## src/rtl/can_bt_pkg.sv

```systemverilog
package can_bt_pkg;

    localparam int SEG_FW  = 3;
    localparam int SJW_FW  = 2;
    localparam int SEG_MAX = 1 << SEG_FW;
    localparam int SJW_MAX = 1 << SJW_FW;
    localparam int PS2_MIN = 2;
    // first timing segment can hold two full fields plus one stretch
    localparam int CNT_W   = $clog2(2 * SEG_MAX + SJW_MAX + 1);

    typedef logic [SEG_FW-1:0] seg_fld_t;
    typedef logic [SJW_FW-1:0] sjw_fld_t;
    typedef logic [CNT_W-1:0]  qcnt_t;

    typedef enum logic [1:0] {
        PH_SYNC = 2'd0,
        PH_TS1  = 2'd1,
        PH_TS2  = 2'd2
    } phase_e;

    typedef struct packed {
        qcnt_t ts1_len;
        qcnt_t ps2_len;
        qcnt_t jump;
    } bt_cfg_t;

    typedef struct packed {
        phase_e ph;
        qcnt_t  pos;
        qcnt_t  ts1_len;
        qcnt_t  ps2_len;
        logic   locked;
    } bt_state_t;

    function automatic qcnt_t fld_len(input seg_fld_t f);
        return qcnt_t'(f) + qcnt_t'(1);
    endfunction

    function automatic qcnt_t qmin(input qcnt_t a, input qcnt_t b);
        return (a < b) ? a : b;
    endfunction

    function automatic qcnt_t qmax(input qcnt_t a, input qcnt_t b);
        return (a > b) ? a : b;
    endfunction

endpackage

```

## src/rtl/can_bt_cfg.sv

```systemverilog
module can_bt_cfg
    import can_bt_pkg::*;
(
    input  seg_fld_t prop_f,
    input  seg_fld_t ph1_f,
    input  seg_fld_t ph2_f,
    input  sjw_fld_t sjw_f,
    output bt_cfg_t  cfg
);

    qcnt_t ps2_raw;
    qcnt_t jump_raw;

    always_comb begin
        cfg.ts1_len = fld_len(prop_f) + fld_len(ph1_f);
        ps2_raw     = fld_len(ph2_f);
        cfg.ps2_len = qmax(ps2_raw, qcnt_t'(PS2_MIN));
        jump_raw    = qcnt_t'(sjw_f) + qcnt_t'(1);
        // jump width never exceeds the second phase segment
        cfg.jump    = qmin(jump_raw, cfg.ps2_len);
    end

endmodule

```

## src/rtl/can_bt_edge.sv

```systemverilog
module can_bt_edge (
    input  logic clk,
    input  logic rst,
    input  logic tick,
    input  logic rx,
    output logic fall
);

    logic rx_q;

    always_ff @(posedge clk) begin
        if (rst)
            rx_q <= 1'b1;
        else if (tick)
            rx_q <= rx;
    end

    // only a high-to-low change between two quantum ends counts
    assign fall = tick && rx_q && !rx;

endmodule

```

## src/rtl/can_bt_seq.sv

```systemverilog
module can_bt_seq
    import can_bt_pkg::*;
(
    input  logic    clk,
    input  logic    rst,
    input  logic    tick,
    input  logic    rx,
    input  logic    fall,
    input  logic    hard_sync,
    input  bt_cfg_t cfg,
    output logic    sample_stb,
    output logic    sample_bit,
    output logic    bit_stb
);

    bt_state_t st;
    bt_state_t nx;
    logic      nx_smp;
    logic      nx_bit;
    logic      as_sync;
    logic      resync_ok;
    qcnt_t     pos_inc;
    qcnt_t     err_early;
    qcnt_t     grow;

    always_comb begin
        nx        = st;
        nx_smp    = 1'b0;
        nx_bit    = 1'b0;
        as_sync   = 1'b0;
        pos_inc   = st.pos + qcnt_t'(1);
        err_early = st.ps2_len - st.pos;
        grow      = qmin(pos_inc, cfg.jump);
        resync_ok = fall && !st.locked;
        if (tick) begin
            if (st.ph == PH_SYNC || (fall && hard_sync)) begin
                as_sync = 1'b1;
            end else if (st.ph == PH_TS1) begin
                nx.pos = pos_inc;
                if (resync_ok) begin
                    // late edge: stretch by phase error, capped
                    nx.ts1_len = st.ts1_len + grow;
                    nx.locked  = 1'b1;
                end else if (pos_inc == st.ts1_len) begin
                    nx_smp    = 1'b1;
                    nx.ph     = PH_TS2;
                    nx.pos    = '0;
                    nx.locked = 1'b0;
                end
            end else begin
                if (resync_ok && err_early <= cfg.jump) begin
                    as_sync = 1'b1;
                end else begin
                    if (resync_ok) begin
                        // early edge beyond reach: cut by the jump width
                        nx.ps2_len = st.ps2_len - cfg.jump;
                        nx.locked  = 1'b1;
                    end
                    nx.pos = pos_inc;
                    if (pos_inc >= nx.ps2_len) begin
                        nx.ph  = PH_SYNC;
                        nx.pos = '0;
                    end
                end
            end
            if (as_sync) begin
                nx.ph      = PH_TS1;
                nx.pos     = '0;
                nx.ts1_len = cfg.ts1_len;
                nx.ps2_len = cfg.ps2_len;
                nx.locked  = st.locked | (fall && (hard_sync || st.ph == PH_TS2));
                nx_bit     = 1'b1;
            end
        end
    end

    always_ff @(posedge clk) begin
        if (rst) begin
            st         <= '{ph: PH_SYNC, pos: '0, ts1_len: '0, ps2_len: '0, locked: 1'b0};
            sample_stb <= 1'b0;
            bit_stb    <= 1'b0;
            sample_bit <= 1'b1;
        end else begin
            st         <= nx;
            sample_stb <= nx_smp;
            bit_stb    <= nx_bit;
            if (nx_smp)
                sample_bit <= rx;
        end
    end

    a_r2_strobe_after_tick: assert property (@(posedge clk) disable iff (rst)
        (sample_stb || bit_stb) |-> $past(tick));

    a_r2_strobes_exclusive: assert property (@(posedge clk) disable iff (rst)
        !(sample_stb && bit_stb));

    a_r4_ts1_pos_bound: assert property (@(posedge clk) disable iff (rst)
        (st.ph == PH_TS1) |-> (st.pos < st.ts1_len));

    a_r4_stretch_capped: assert property (@(posedge clk) disable iff (rst)
        (st.ph == PH_TS1) |-> (st.ts1_len <= cfg.ts1_len + cfg.jump));

    a_r6_ts2_pos_bound: assert property (@(posedge clk) disable iff (rst)
        (st.ph == PH_TS2) |-> (st.pos < st.ps2_len));

    a_r7_sync_no_shift: assert property (@(posedge clk) disable iff (rst)
        (tick && st.ph == PH_SYNC) |=> (st.ph == PH_TS1 && st.ts1_len == $past(cfg.ts1_len)));

    a_r8_single_resync: assert property (@(posedge clk) disable iff (rst)
        (tick && fall && st.locked && !hard_sync && st.ph == PH_TS1)
        |=> (st.ts1_len == $past(st.ts1_len)));

    a_r10_hard_restart: assert property (@(posedge clk) disable iff (rst)
        (tick && fall && hard_sync) |=> (bit_stb && st.ph == PH_TS1 && st.pos == '0));

endmodule

```

## src/rtl/can_bit_resync.sv

```systemverilog
module can_bit_resync
    import can_bt_pkg::*;
(
    input  logic                clk,
    input  logic                rst,
    input  logic                tq_tick,
    input  logic                rx_in,
    input  logic                hard_sync_en,
    input  logic [SEG_FW-1:0]   prop_len_m1,
    input  logic [SEG_FW-1:0]   ph1_len_m1,
    input  logic [SEG_FW-1:0]   ph2_len_m1,
    input  logic [SJW_FW-1:0]   sjw_m1,
    output logic                sample_stb,
    output logic                sample_bit,
    output logic                bit_stb
);

    bt_cfg_t cfg;
    logic    fall;

    can_bt_cfg u_cfg (
        .prop_f (prop_len_m1),
        .ph1_f  (ph1_len_m1),
        .ph2_f  (ph2_len_m1),
        .sjw_f  (sjw_m1),
        .cfg    (cfg)
    );

    can_bt_edge u_edge (
        .clk  (clk),
        .rst  (rst),
        .tick (tq_tick),
        .rx   (rx_in),
        .fall (fall)
    );

    can_bt_seq u_seq (
        .clk        (clk),
        .rst        (rst),
        .tick       (tq_tick),
        .rx         (rx_in),
        .fall       (fall),
        .hard_sync  (hard_sync_en),
        .cfg        (cfg),
        .sample_stb (sample_stb),
        .sample_bit (sample_bit),
        .bit_stb    (bit_stb)
    );

endmodule

```

## config.mk

```make
export PLATFORM = sky130hd
export DESIGN_NAME = can_bit_resync
export DESIGN_NICKNAME = d
export VERILOG_FILES = /design/src/rtl/can_bt_pkg.sv /design/src/rtl/can_bt_cfg.sv /design/src/rtl/can_bt_edge.sv /design/src/rtl/can_bt_seq.sv /design/src/rtl/can_bit_resync.sv
export SDC_FILE = /design/constraint.sdc
export NUM_CORES = 1
export LEC_CHECK = 0
export ABC_AREA = 1
export BUFFER_PORTS_ARGS = -buffer_cell sky130_fd_sc_hd__buf_4
export CAP_MARGIN = 20
export CORE_ASPECT_RATIO = 0.6
export CORE_MARGIN = 2
export CORE_UTILIZATION = 61
export CTS_CLUSTER_DIAMETER = 150
export DETAILED_ROUTE_END_ITERATION = 8
export GPL_TIMING_DRIVEN = 1
export PLACE_DENSITY = 0.78
export SLEW_MARGIN = 25
export SYNTH_ARGS = -nofsm -noshare
export SYNTH_HDL_FRONTEND = slang
export SYNTH_SLANG_ARGS = --single-unit
```

## constraint.sdc

```tcl
create_clock -name clk -period 5.36 [get_ports clk]
set_input_delay 0.536 -clock clk [delete_from_list [all_inputs] [get_ports clk]]
set_output_delay 0.536 -clock clk [all_outputs]
set_load 0.02 [all_outputs]
```

==> results.txt, run 1 <==
* Wire length reported by the detailed router: about 5.4 mm
- Dividing the final minimum period by the clock period gives 0.7841.
* Run status: finished, final reports clean
* Total Negative Setup Slacks: 0 ns
- For this configuration, the core starts out at a cell density of 0.6281.
- Core Area: between 3000 and 4000 um^2
- Post-cts resize count: 0
- The synthesized netlist contains 41 unique library cells.
- After global routing the overflow that remains totals 0.
- Setup fix buffers added after clock tree synthesis: 0
- Per-instance average area after synthesis: 6.902 um^2
- Library cell occupying the most area in the post-synthesis netlist: dfxtp_1
- Unrepaired setup endpoints after global routing: false
- Of all nets on the critical path, the largest fanout is 7.
* Register area share after synthesis: 0.1928
- Count of TritonRoute iterations in the first routing pass: 5
- Among the stages of the critical path, the cell type that occurs most often is o21ai_0.
* Required time of the critical path: approximately 5.5 ns
* Antenna fix cells: 0
- Fraction of layout instances using a drive strength above 1: 0.1114
* Overall power consumption: about 0.0007 W
- After clock tree synthesis, the clock-pin slew on the worst setup and hold paths is 0.08 ns.
- The worst setup path is captured at a flip-flop.
- Post-route DRC violation count: 0
- Clock Sinks: 22
* Max Buffers Root-to-Sink: 2
- Number of routed nets with antenna violations: 0
* Number of cells on the worst hold path: 2
* CTS Root Buffer Type: clkbuf_8
- Width of the chip: 83.01 um
* Overall via count from detail_route: between 2,000 and 2,500
* Normalized max-slew margin: 0.6265
* Post-layout utilization of the core: 0.6963
- Setup violations remaining at the end of the flow were counted as 0.
- Worst clock skew: approximately 0.01 ns
- The area growth from synthesis to layout is 10.84%.
- After clock tree synthesis, the flow added hold-fix buffers numbering 0.
* Routed wire per std cell: roughly 14 um
* Clock tree from TritonCTS: yes
- Clock latency on the worst-skew pair, taken at its later pin, is approximately 0.27 ns.
* Transition time at the pin with the least slew margin: between 0.5 and 0.6 ns
* Peak Freq: approximately 240 MHz
* Number of global-route vias before repair: 1,902
- IR analysis of the VDD net gives a maximum drop of 0.1951 mV.
- H-Tree Depth: 1
- Total I/O pin count: 19
- The final layout contains approximately 400 nets.
- The worst setup path is launched from a primary input.
- For this block, the initial DRC count from the detailed router was between 150 and 200.
- TritonCTS Buffers: 3
- Area share of the largest cell type after synthesis: 0.1928
* Placed wire-length estimate: between 4 and 5 mm
* Longest individual stage delay on the worst path: just under 0.4 ns
- Syn Std Cell Area: 2285 um^2
- I/O Buffers: 18
- Dividing the detail-routed via count by the number of cells gives ~5.4.
- The tightest min-delay check is of the flip-flop to flip-flop type.
- Measured in cells, the most critical reg-to-reg path has a length of 16.
- Total of flip-flops plus latches after synthesis: 22
- The number of antenna violations at the first check in global routing was 0.
- During synthesis, Yosys emitted a total of 0 warnings.
* Pin count of the biggest net entering global routing: 18
- Arrival time of data at the critical path endpoint: 4.37 ns
- Row count: 17
- After technology mapping, the gate count stands at 331.
- Classification of the worst setup path: primary input to flip-flop
- Among all stages on the critical path, the largest delay is contributed by fa_1.
- Post-layout minimum cycle time: 4.203 ns
- The tool flagged a number of max-cap violations equal to 0.
* Overall die area: between 4000 and 5000 um^2
- Max-slew violation count: 0
- The first global-routing pass estimated 8.907 mm of wire.
- Total Routing Usage GR: 0.2625
- Count of fill cells added during filler insertion: about 340
* Static leakage: about 1.3 nW
- The final count of hold timing violations is 0.
- Yosys attributes the largest share of cell area to dfxtp_1, ha_1, nand2_1.
- Routability-driven placement finished with a final weighted congestion of between 0.8 and 0.9.
- Vertical extent of the die: 51.41 um
- In this run the power density over the cells is 281.5 nW/um^2.
[cells in the mapped netlist]
cell type and n:
nand2_1 63, inv_1 50, ha_1 34, a21oi_1 26
nor2_1 23, dfxtp_1 22, nand3_1 21, o21ai_0 20
xor2_1 14, o211ai_1 5, nand2_2 4, nor3_1 4
fa_1 3, inv_2 3, nand4_1 3, o21a_1 3
o21ai_2 3, a211oi_1 2, a31oi_1 2, buf_2 2
nor3b_1 2, o21ai_1 2, xnor2_1 2, a21o_1 1
a21oi_2 1, a22oi_1 1, and2_1 1, buf_1 1
buf_4 1, clkbuf_1 1, clkinv_1 1, conb_1 1
mux2i_1 1, nand2_4 1, nand3_2 1, nand3b_1 1
nor2_2 1, o2111ai_1 1, o21a_4 1, o21bai_2 1
xor2_2 1
[layer usage]
metal	global-route usage	share of wire	vias to the layer above
met5	0	0	-
met4	0.03825	0.0082	0
met3	0.04523	0.060	6
met2	0.3898	0.39	63
met1	0.4022	0.54	962
li1	-	-	1132
[path summary, 6_finish.rpt]
path	startpoint	end	slack, ns
worst max register to register	u_seq.st[11]	u_seq.st[6]	1.69
worst min-delay path	u_seq.st[14]	u_seq.st[14]	0.47
worst max-delay path	ph2_len_m1[1]	u_seq.st[10]	1.16
worst min register to register	u_seq.st[14]	u_seq.st[14]	0.47
[state kept, by name, summed over array words and instances (netlist names)]
name and count:
u_seq.st 18, u_seq.bit_stb 1, u_seq.sample_stb 1, u_seq.sample_bit 1, u_edge.rx_q 1
[report_power, final]
group / leakage, nW / switching, W / internal [W] / total (W)
combinational: 1.06 / 0.000215 / 0.000136 / 0.000351
clock: 0.0357 / 0.0000622 / 0.0000999 / 0.000162
sequential: 0.180 / 0.0000194 / 0.000181 / 0.000200
total: 1.27 / 0.000296 / 0.000417 / 0.000713
[layout by cell type, fill, tap and decap left out, types with 2 or more instances in the layout]
cell type	netlist	final
a211oi_1	2	2
o21a_1	3	3
a21oi_1	26	26
o21ai_0	20	20
o21ai_1	2	2
dfxtp_1	22	22
xnor2_1	2	2
nor3_1	4	4
o21ai_2	3	3
nand3_1	21	21
inv_2	3	3
nand2_2	4	4
fa_1	3	3
nor2_1	23	23
nand2_1	63	63
a31oi_1	2	2
o211ai_1	5	5
conb_1	1	3
xor2_1	14	14
buf_4	1	18
ha_1	34	34
inv_1	50	50
clkbuf_8	0	3
nor3b_1	2	2
nand4_1	3	3
[cells by family after synthesis]
| group | synth area share |
|---|---|
| xor+xnor | 0.06846 |
| flops | 0.1928 |
| simple gates | 0.2399 |
| mux | 0.004381 |
| compound gates | 0.1807 |
| fa+ha+maj | 0.2125 |
| buf+inv | 0.09967 |
| other cells | 0.001641 |
[critical path, delay by kind of cell]
kind            cells  cell delay, ns
xor+xnor            1            0.10
compound gates      7            1.09
fa+ha+maj           5            1.38
simple gates       10            0.84
buf+inv             5            0.44
[area by class of cell]
cell class,instances,area (um^2),area share
clock buffer,3,41.29,0.01630
clock inverter,1,30.03,0.01186
inverter,54,202.7,0.08004
multi-input combinational,252,1624,0.6413
sequential,22,440.4,0.1739
tap,47,58.81,0.02322
timing repair buffer,18,135.1,0.05336
[metrics by stage]
| stage | hold WS, ns | area [um^2] | instances | worst slack (ns) |
|---|---|---|---|---|
| 2_1_floorplan | 0.4453 | 2292 | 333 | 1.373 |
| 3_3_place_gp | 0.4569 | 2461 | 393 | 1.021 |
| 3_5_place_dp | 0.4553 | 2461 | 393 | 0.9028 |
| 4_1_cts | 0.4689 | 2532 | 397 | 1.174 |
| 5_1_grt | 0.4831 | 2532 | 397 | 0.7489 |
| 6_report | 0.4704 | 2532 | 397 | 1.157 |
Note: power is estimated with default switching activity, not from simulation.
==> run 2, diff against run 1 <==
- ABC_AREA: 1 -> 0
- CORE_UTILIZATION: 61 -> 55
- PLACE_DENSITY: 0.78 -> 0.74
- clock period: 5.36 -> 3.8 ns (I/O delays scaled with it)
==> run 2 against run 1 <==
The run now ends with negative setup slack left. Combinational power increased by 140%. Synthesized area rose by 12%. Clock-buffer cell count is 1 higher. Non-clock buffer count grew 55. Sequential power rose by 43%. Core utilization grew 6.6 points. Clock skew down 0.0074 ns. Cell count up 11%. Clock power increased by 7%. Highest routed layer unchanged.
==> results.txt, run 2 <==
* Total grt overflow: 0 (unchanged)
* Source-to-sink clock delay at the later pin of the worst-skew pair: 0.27 ns (about the same)
- The final setup TNS came to -3.799 ns (-3.799 ns).
- The slowest stage of the critical path is the a221o_2 cell.
- The maximum fanout encountered on the critical timing path was 5 (-2).
- The number of enable flip-flop cells after synthesis is 0 (unchanged).
* Post-synthesis to final-layout area growth: 34.49%
- Overall power consumption: 0.001285 W (+80%)
- Peak Freq: approximately 230 MHz
* Overall via count from detail_route: 2,675 (+24%)
* Yosys cell types: 67 (+63%)
- CTS Root Buffer Type: clkbuf_8
- Longest individual stage delay on the worst path: 0.43 ns (+0.04 ns)
- The post-place instance area came to 3112 um^2 (+26%).
- The async set-reset flop share out of synthesis is 0 (unchanged).
- Kind of launch point of the worst setup path: primary input
- The number of H-tree levels is 1 (unchanged).
- Pin count of the biggest net entering global routing: 15 (-3)
- The via count of the first global-routing pass came to 2,476 (+30%).
* Antenna violations before repair: 0 (unchanged)
- Fraction of layout instances using a drive strength above 1: 0.3272 (+0.2157)
* Number of routed nets with antenna violations: 0 (unchanged)
- Vertical extent of the die: 56.86 um (+11%)
- The total routed wirelength came to 8.118 mm (+51%).
- Total Routing Usage GR: 0.3009 (+0.03838)
- TritonCTS built the clock tree.
* Number of flip-flops in the largest register: 18 (unchanged)
* Routed wire per std cell: 18.37 um (+36%)
- Max-slew violation count: 0 (unchanged)
- I/O Buffers: 18 (unchanged)
* Total of max-cap violations: 0 (unchanged)
- dfxtp_1 takes more of the synthesized area than any other cell.
* Drt via density: 6.052 (+11%)
- More flip-flops sit in one register than any other, and that register is u_seq.st.
- Worst clock skew: 0.002908 ns (-0.007372 ns)
* Static leakage: 1.588 nW (+25%)
- Max Buffers Root-to-Sink: 2 (unchanged)
- Violations in the final reports: negative setup slack
- The fraction of synthesized cell area taken by the top area cell type was 0.1720 (-0.02081).
- The CTS buffer count came to 3 (unchanged).
- Setup repair after global routing could not meet its margin everywhere.
- Total of flip-flops plus latches after synthesis: 22 (unchanged)
- By startpoint and endpoint, the worst setup path is classified as primary input to flip-flop.
- The post-synthesis instance area was 2561 um^2 (+12%).
- Arrival time of data at the critical path endpoint: 4.61 ns (+0.24 ns)
* Top flip-flop cell by instance count after synthesis: dfxtp_1
- Placed wire-length estimate: 5.562 mm (+30%)
* Final worst-path cycle share: 1.159
* Number of placed instances, taps included: 427 (+8.7%)
* Final hold violations: 0 (unchanged)
- The initial core utilization is 0.5670 (-0.06110).
- Antenna fix cells: 0 (unchanged)
* Total non-filler cell area in the finished layout: 3445 um^2 (+36%)
- Overall die area: 5237 um^2 (+23%)
- The number of cells produced by synthesis is 308 (-6.9%).
* Commonest non-fill, non-tap cells in the layout: buf_4, ha_1, nand2_1
- The final setup violation count was 10 (+10).
* Commonest non-fill, non-tap cell in the layout: buf_4
* Cell type with the highest occurrence count on the critical path: ha_4
- The site row count is 19 (+2).
- The number of nets at the end of the flow was 433 (+7.2%).
* Top area cells in the synthesized netlist: dfxtp_1, ha_1, xnor2_1
- Core Area: 4517 um^2 (+24%)
- Ordered cell list for the critical path: buf_8 -> ha_4 -> nand3_4 -> o21ai_4 -> inv_2 -> ha_4 -> a31o_1 -> o21ai_2 -> mux2i_2 -> ha_4 -> or4b_4 -> o311ai_4 -> a2111oi_4 -> xnor2_1 -> nand2b_1 -> a21boi_2 -> ha_1 -> o211ai_1 -> o21ai_1 -> a221o_2 -> o31ai_2 -> o31a_1
- Per-instance average area after synthesis: 8.316 um^2 (+20%)
- The number of hold buffers added after cts came to 0 (unchanged).
- The register area share after synthesis was 0.1720 (-0.02081).
- The number of DRC markers after the initial detailed-route iteration came to 353 (+93%).
- Total I/O pin count: 19 (unchanged)
- Count of TritonRoute iterations in the first routing pass: 5 (unchanged)
- The final weighted congestion in routability-driven placement was 0.9068 (+3.4%).
* Post-route DRC violation count: 0 (unchanged)
- The first-pass GRT wire length was 12.25 mm (+38%).
* Hold/Removal Path Class: primary input to flip-flop
- The final standard cell count with taps included and fillers excluded came to 442 (+11%).
- The number of warnings reported in the yosys synthesis log came to 0 (unchanged).
* Final worst slack: -0.6028 ns (-1.760 ns)
- Clock Sinks: 22 (unchanged)
- Element type at the critical path end: flip-flop
- The run finished, with violations left.
* Required time of the critical path: 4.01 ns (-1.52 ns)
- The largest vdd supply drop is 0.2728 mV (+40%).
- The total power density per cell area came to 372.9 nW/um^2 (+32%).
- The post-CTS clock slew at the launch and capture registers of the worst setup and hold paths is 0.08 ns (about the same).
- Post-layout minimum cycle time: around 4.4 ns
- Width of the chip: 92.10 um (+11%)
- The commonest cells after synthesis are ha_1, inv_1, nand2_1, dfxtp_1.
- Top-count cell post-synth: ha_1
## run 2: cell types whose count changed in the layout (fill, tap and decap cells not counted), moves of 8 or more
cell / before / now
a21oi_1: 26 / 13
nand2b_1: 0 / 8
buf_4: 18 / 68
xnor2_1: 2 / 16
nand2_1: 63 / 25
inv_1: 50 / 23
o21ai_0: 20 / 5
nor2b_1: 0 / 8
nand3_1: 21 / 9
mux2i_1: 1 / 9
## run 2: timing repair
action                     CTS  global route
resized for setup           15            20
buffers inserted            14             5
pin swaps                   10            18
cloned                       0             0
setup endpoints to repair   11            13
## run 2: through the flow
stage	setup slack, ns	hold slack, ns	utilization
floorplan	-0.3108	0.4562	-
global placement	-0.4396	0.4650	0.6889
detailed placement	-0.6176	0.4737	0.6889
CTS	-0.2272	0.3522	0.7418
global route	-0.7472	0.3657	0.7626
finish	-0.6028	0.3521	0.7626
## run 2: path summary, 6_finish.rpt
path,startpoint,endpoint,slack (ns),depth (start not counted)
max,ph2_len_m1[1],u_seq.st[13],-0.60,22
min reg2reg,u_seq.sample_bit,u_seq.sample_bit,0.49,2
max reg2reg,u_seq.st[1],u_seq.st[13],0.42,14
min,rx_in,u_seq.sample_bit,0.35,3
## run 2: per-layer routing
layer / global-route usage / share of wire / vias up
met3: 0.05101 / 0.094 / 19
met1: 0.4540 / 0.46 / 1242
met5: 0 / 0 / -
met4: 0.03838 / 0.022 / 0
met2: 0.4601 / 0.42 / 147
li1: - / - / 1267
## run 2: final cells by class
cell class / instances / area (um^2)
Multi-Input combinational cell: 255 / 2206
Sequential cell: 22 / 440.4
Clock buffer: 4 / 55.05
Timing Repair Buffer: 73 / 570.5
Tap cell: 63 / 78.83
Fill cell: 304 / 1072
Inverter: 25 / 93.84
## run 2: critical path: cells and delay by family
kind                       cells  cell delay, ns
adders and majority gates      4            0.95
muxes                          1            0.33
xor gates and xnor gates       1            0.16
buffers and inverters          2            0.16
and+or+nand+nor                3            0.40
AOI/OAI and AO/OA             11            2.23
## run 2: logic make-up after synthesis
kind of cell               Yosys count  synth area share
AOI/OAI and AO/OA                   82            0.2423
xor gates and xnor gates            25           0.08549
adders and majority gates           37            0.1895
buffers and inverters               33           0.05471
DFF                                 22            0.1720
muxes                               13           0.05178
other                                1          0.001464
and+or+nand+nor                     95            0.2027
## run 2: report_power, final
group | internal (W) | switching (W) | total, W
clock | 0.0000926 | 0.0000808 | 0.000173
sequential | 0.000255 | 0.0000315 | 0.000286
combinational | 0.000413 | 0.000413 | 0.000825
==> run 3, diff against run 2 <==
- CORE_ASPECT_RATIO: 0.6 -> 1.25
- CORE_UTILIZATION: 55 -> 57
- CTS_BUF_LIST: default -> sky130_fd_sc_hd__clkbuf_8
- PLACE_DENSITY: 0.74 -> 0.76
==> run 3 against run 2 <==
The run still ends with negative setup slack left. Sequential share of layout area grew 0.28 points. Non-clock buffer count shrank 17. Setup slack gained 0.22 ns. Critical path depth shrank 1. Maximum frequency grew 5.3%. Global-route usage shrank 3.0 points.
==> results.txt, run 3 (synthesis gave the netlist of run 2 again) <==
- The flow ran to the end, but the final reports show violations.
- Violations in the final reports: negative setup slack
- The flip-flop count of the largest register, all copies and words added came to 18 (unchanged).
- The first-pass GRT wire length was 11.04 mm (-9.9%).
- Total I/O pin count: 19 (unchanged)
- The final setup violation count was 10 (unchanged).
- The CTS buffer count came to 3 (unchanged).
* Antenna violations before repair: 0 (unchanged)
- Number of cells traversed by the worst register-to-register path: 12 (-2)
- The initial core utilization is 0.5877 (+0.02068).
- The clock insertion delay at the later pin of the skew report was 0.27 ns (about the same).
- The global-route total usage across every layer is 0.2713 (-0.02960).
- Register with the most flip-flops: u_seq.st
- The number of nets still failing antenna checks after routing is 0 (unchanged).
- STA classifies the critical path endpoint as a flip-flop.
- The final HPWL from detailed placement is 5.181 mm (-6.8%).
- The final cell area excluding filler cells is 3369 um^2 (-2.2%).
- The post-layout minimum cycle time was 4.183 ns (-0.2202 ns).
* Overall die area: 5049 um^2 (-3.6%)
- Worst voltage drop across the vdd grid: 0.2420 mV (-11%)
* Row count: 27 (+8)
- Clock Sinks: 22 (unchanged)
- The post-place instance area came to 3008 um^2 (-3.3%).
* Total of max-cap violations: 0 (unchanged)
- The setup clock skew after layout came to 0.008552 ns (+0.005644 ns).
- The worst setup path is of the primary input to flip-flop kind.
* Total grt overflow: 0 (unchanged)
- The worst setup path is launched from a primary input.
* Longest individual stage delay on the worst path: 0.45 ns (+0.02 ns)
- Count of TritonRoute iterations in the first routing pass: 4 (-1)
* Total Nets Final: 416 (-3.9%)
- The critical path goes through buf_8 -> ha_4 -> or3b_4 -> a31o_4 -> o21ai_4 -> mux2i_4 -> ha_4 -> buf_4 -> nand2_1 -> a31oi_2 -> a2111oi_4 -> xnor2_1 -> nand2b_1 -> a21boi_2 -> ha_1 -> o211ai_1 -> o21ai_1 -> a221o_2 -> buf_6 -> nor2_4 -> a22o_1.
* Overall power consumption: 0.001277 W (-0.63%)
* Number of cells on the worst hold path: 3 (unchanged)
- Leaving out fill and tap cells, the most frequent cell in the layout is buf_4.
- I/O Buffers: 18 (unchanged)
- Pin count of the biggest net entering global routing: 15 (unchanged)
- The number of diodes was 0 (unchanged).
* Post-synthesis to final-layout area growth: 31.56%
* Normalized max-slew margin: 0.6148
* Commonest non-fill, non-tap cells in the layout: buf_4, ha_1, inv_1, nand2_1, dfxtp_1
- Clock tree from TritonCTS: yes
* Final worst-path cycle share: 1.101 (-0.05796)
- Post-layout utilization of the core: 0.7732 (+0.01058)
- Arrival time of data at the critical path endpoint: 4.40 ns (-0.21 ns)
* Total power divided by cell area: 378.9 nW/um^2 (+1.6%)
- The post-layout worst setup margin was -0.3826 ns (+0.2202 ns).
* Core Area: 4358 um^2 (-3.5%)
* Fraction of layout instances using a drive strength above 1: 0.3039 (-0.02331)
* Final hold violations: 0 (unchanged)
- Cell type with the highest occurrence count on the critical path: ha_4
- Static leakage: 1.524 nW (-4.0%)
* Peak Freq: 239.1 MHz (+5.3%)
- H-Tree Depth: 1 (unchanged)
- Transition time at the pin with the least slew margin: around 0.58 ns
* Width of the chip: 63.96 um (-31%)
- Peak fanout along the critical path: 4 (-1)
* Hold/Removal Path Class: primary input to flip-flop
- Routability cong.: 0.9246 (+2.0%)
- Wire length reported by the detailed router: 7.013 mm (-14%)
- Number of global-route vias before repair: 2,525 (+2.0%)
- CTS Root Buffer Type: clkbuf_8
- On the critical path, the stage with the largest delay is an instance of a221o_2.
* Drt via density: 6.014 (-0.62%)
- The total number of vias is 2,526 (-5.6%).
- Max Buffers Root-to-Sink: 2 (unchanged)
* Unrepaired setup endpoints after global routing: true
* Vertical extent of the die: 78.95 um (+39%)
* DRC violation total after the first TritonRoute iteration: 168 (-52%)
- The DRC violation count after routing came to 0 (unchanged).
* Max-slew violation count: 0 (unchanged)
* Required time of the critical path: 4.02 ns (about the same)
- Clock transition at the register clock pins on the worst setup and hold paths after CTS: 0.09 ns (about the same)
- Routed wire per std cell: 16.70 um (-9.1%)
run 3: cell types whose count changed in the layout (fill, tap and decap cells not counted), sizes merged:
| cell | before | now |
|---|---|---|
| clkbuf | 4 | 3 |
| buf | 73 | 56 |
| bufinv | 0 | 1 |
run 3: through the flow:
stage	setup TNS (ns)	hold slack [ns]	instances	worst slack, ns
5_1_grt	-4.340	0.3772	420	-0.5433
6_report	-2.406	0.3540	420	-0.3826
2_1_floorplan	-1.357	0.4562	310	-0.3108
3_5_place_dp	-6.207	0.4713	409	-0.6997
4_1_cts	-1.813	0.3602	418	-0.3229
3_3_place_gp	-5.939	0.4595	409	-0.6496
run 3: power by group:
part	total, W	switching (W)	internal, W
logic	0.000764	0.000390	0.000374
registers	0.000287	0.0000322	0.000255
clock network	0.000226	0.0000847	0.000141
total	0.00128	0.000507	0.000770
run 3: layout make-up:
class,instances,area [um^2]
Sequential cell,22,440.4
Clock buffer,3,41.29
Clock inverter,1,30.03
Inverter,25,93.84
Multi-Input combinational cell,255,2252
Fill cell,313,988.4
Tap cell,58,72.57
Timing Repair Buffer,56,439.2
run 3: repair_timing:
| item | 4_1_cts | 5_1_grt |
|---|---|---|
| hold endpoints to repair | 0 | 0 |
| pin swaps | 12 | 16 |
| hold buffers | 0 | 0 |
| gates cloned | 0 | 0 |
| buffers inserted | 6 | 2 |
| resized for setup | 19 | 23 |
| endpoints found under the setup margin | 11 | 12 |
run 3: final timing paths:
path	end	slack [ns]	start
worst max register to register	u_seq.st[7]	0.46	u_seq.st[2]
worst min register to register	u_seq.sample_bit	0.48	u_seq.sample_bit
worst min-delay path	u_seq.sample_bit	0.35	rx_in
worst max-delay path	u_seq.st[15]	-0.38	sjw_m1[1]
run 3: critical path, delay by kind of cell:
| family | cells | cell delay (ns) |
|---|---|---|
| compound gates | 9 | 1.76 |
| xor+xnor | 1 | 0.15 |
| fa+ha+maj | 3 | 0.73 |
| buf+inv | 3 | 0.38 |
| mux | 1 | 0.30 |
| simple gates | 4 | 0.68 |
run 3: routing by layer:
layer	track usage	share of wire	vias to the layer above	wire length (um)
met5	0	0	-	0
met4	0.1283	0.031	0	218
met3	0.01558	0.035	23	246
met2	0.5135	0.53	84	3711
met1	0.3043	0.40	1188	2835
li1	-	-	1231	-
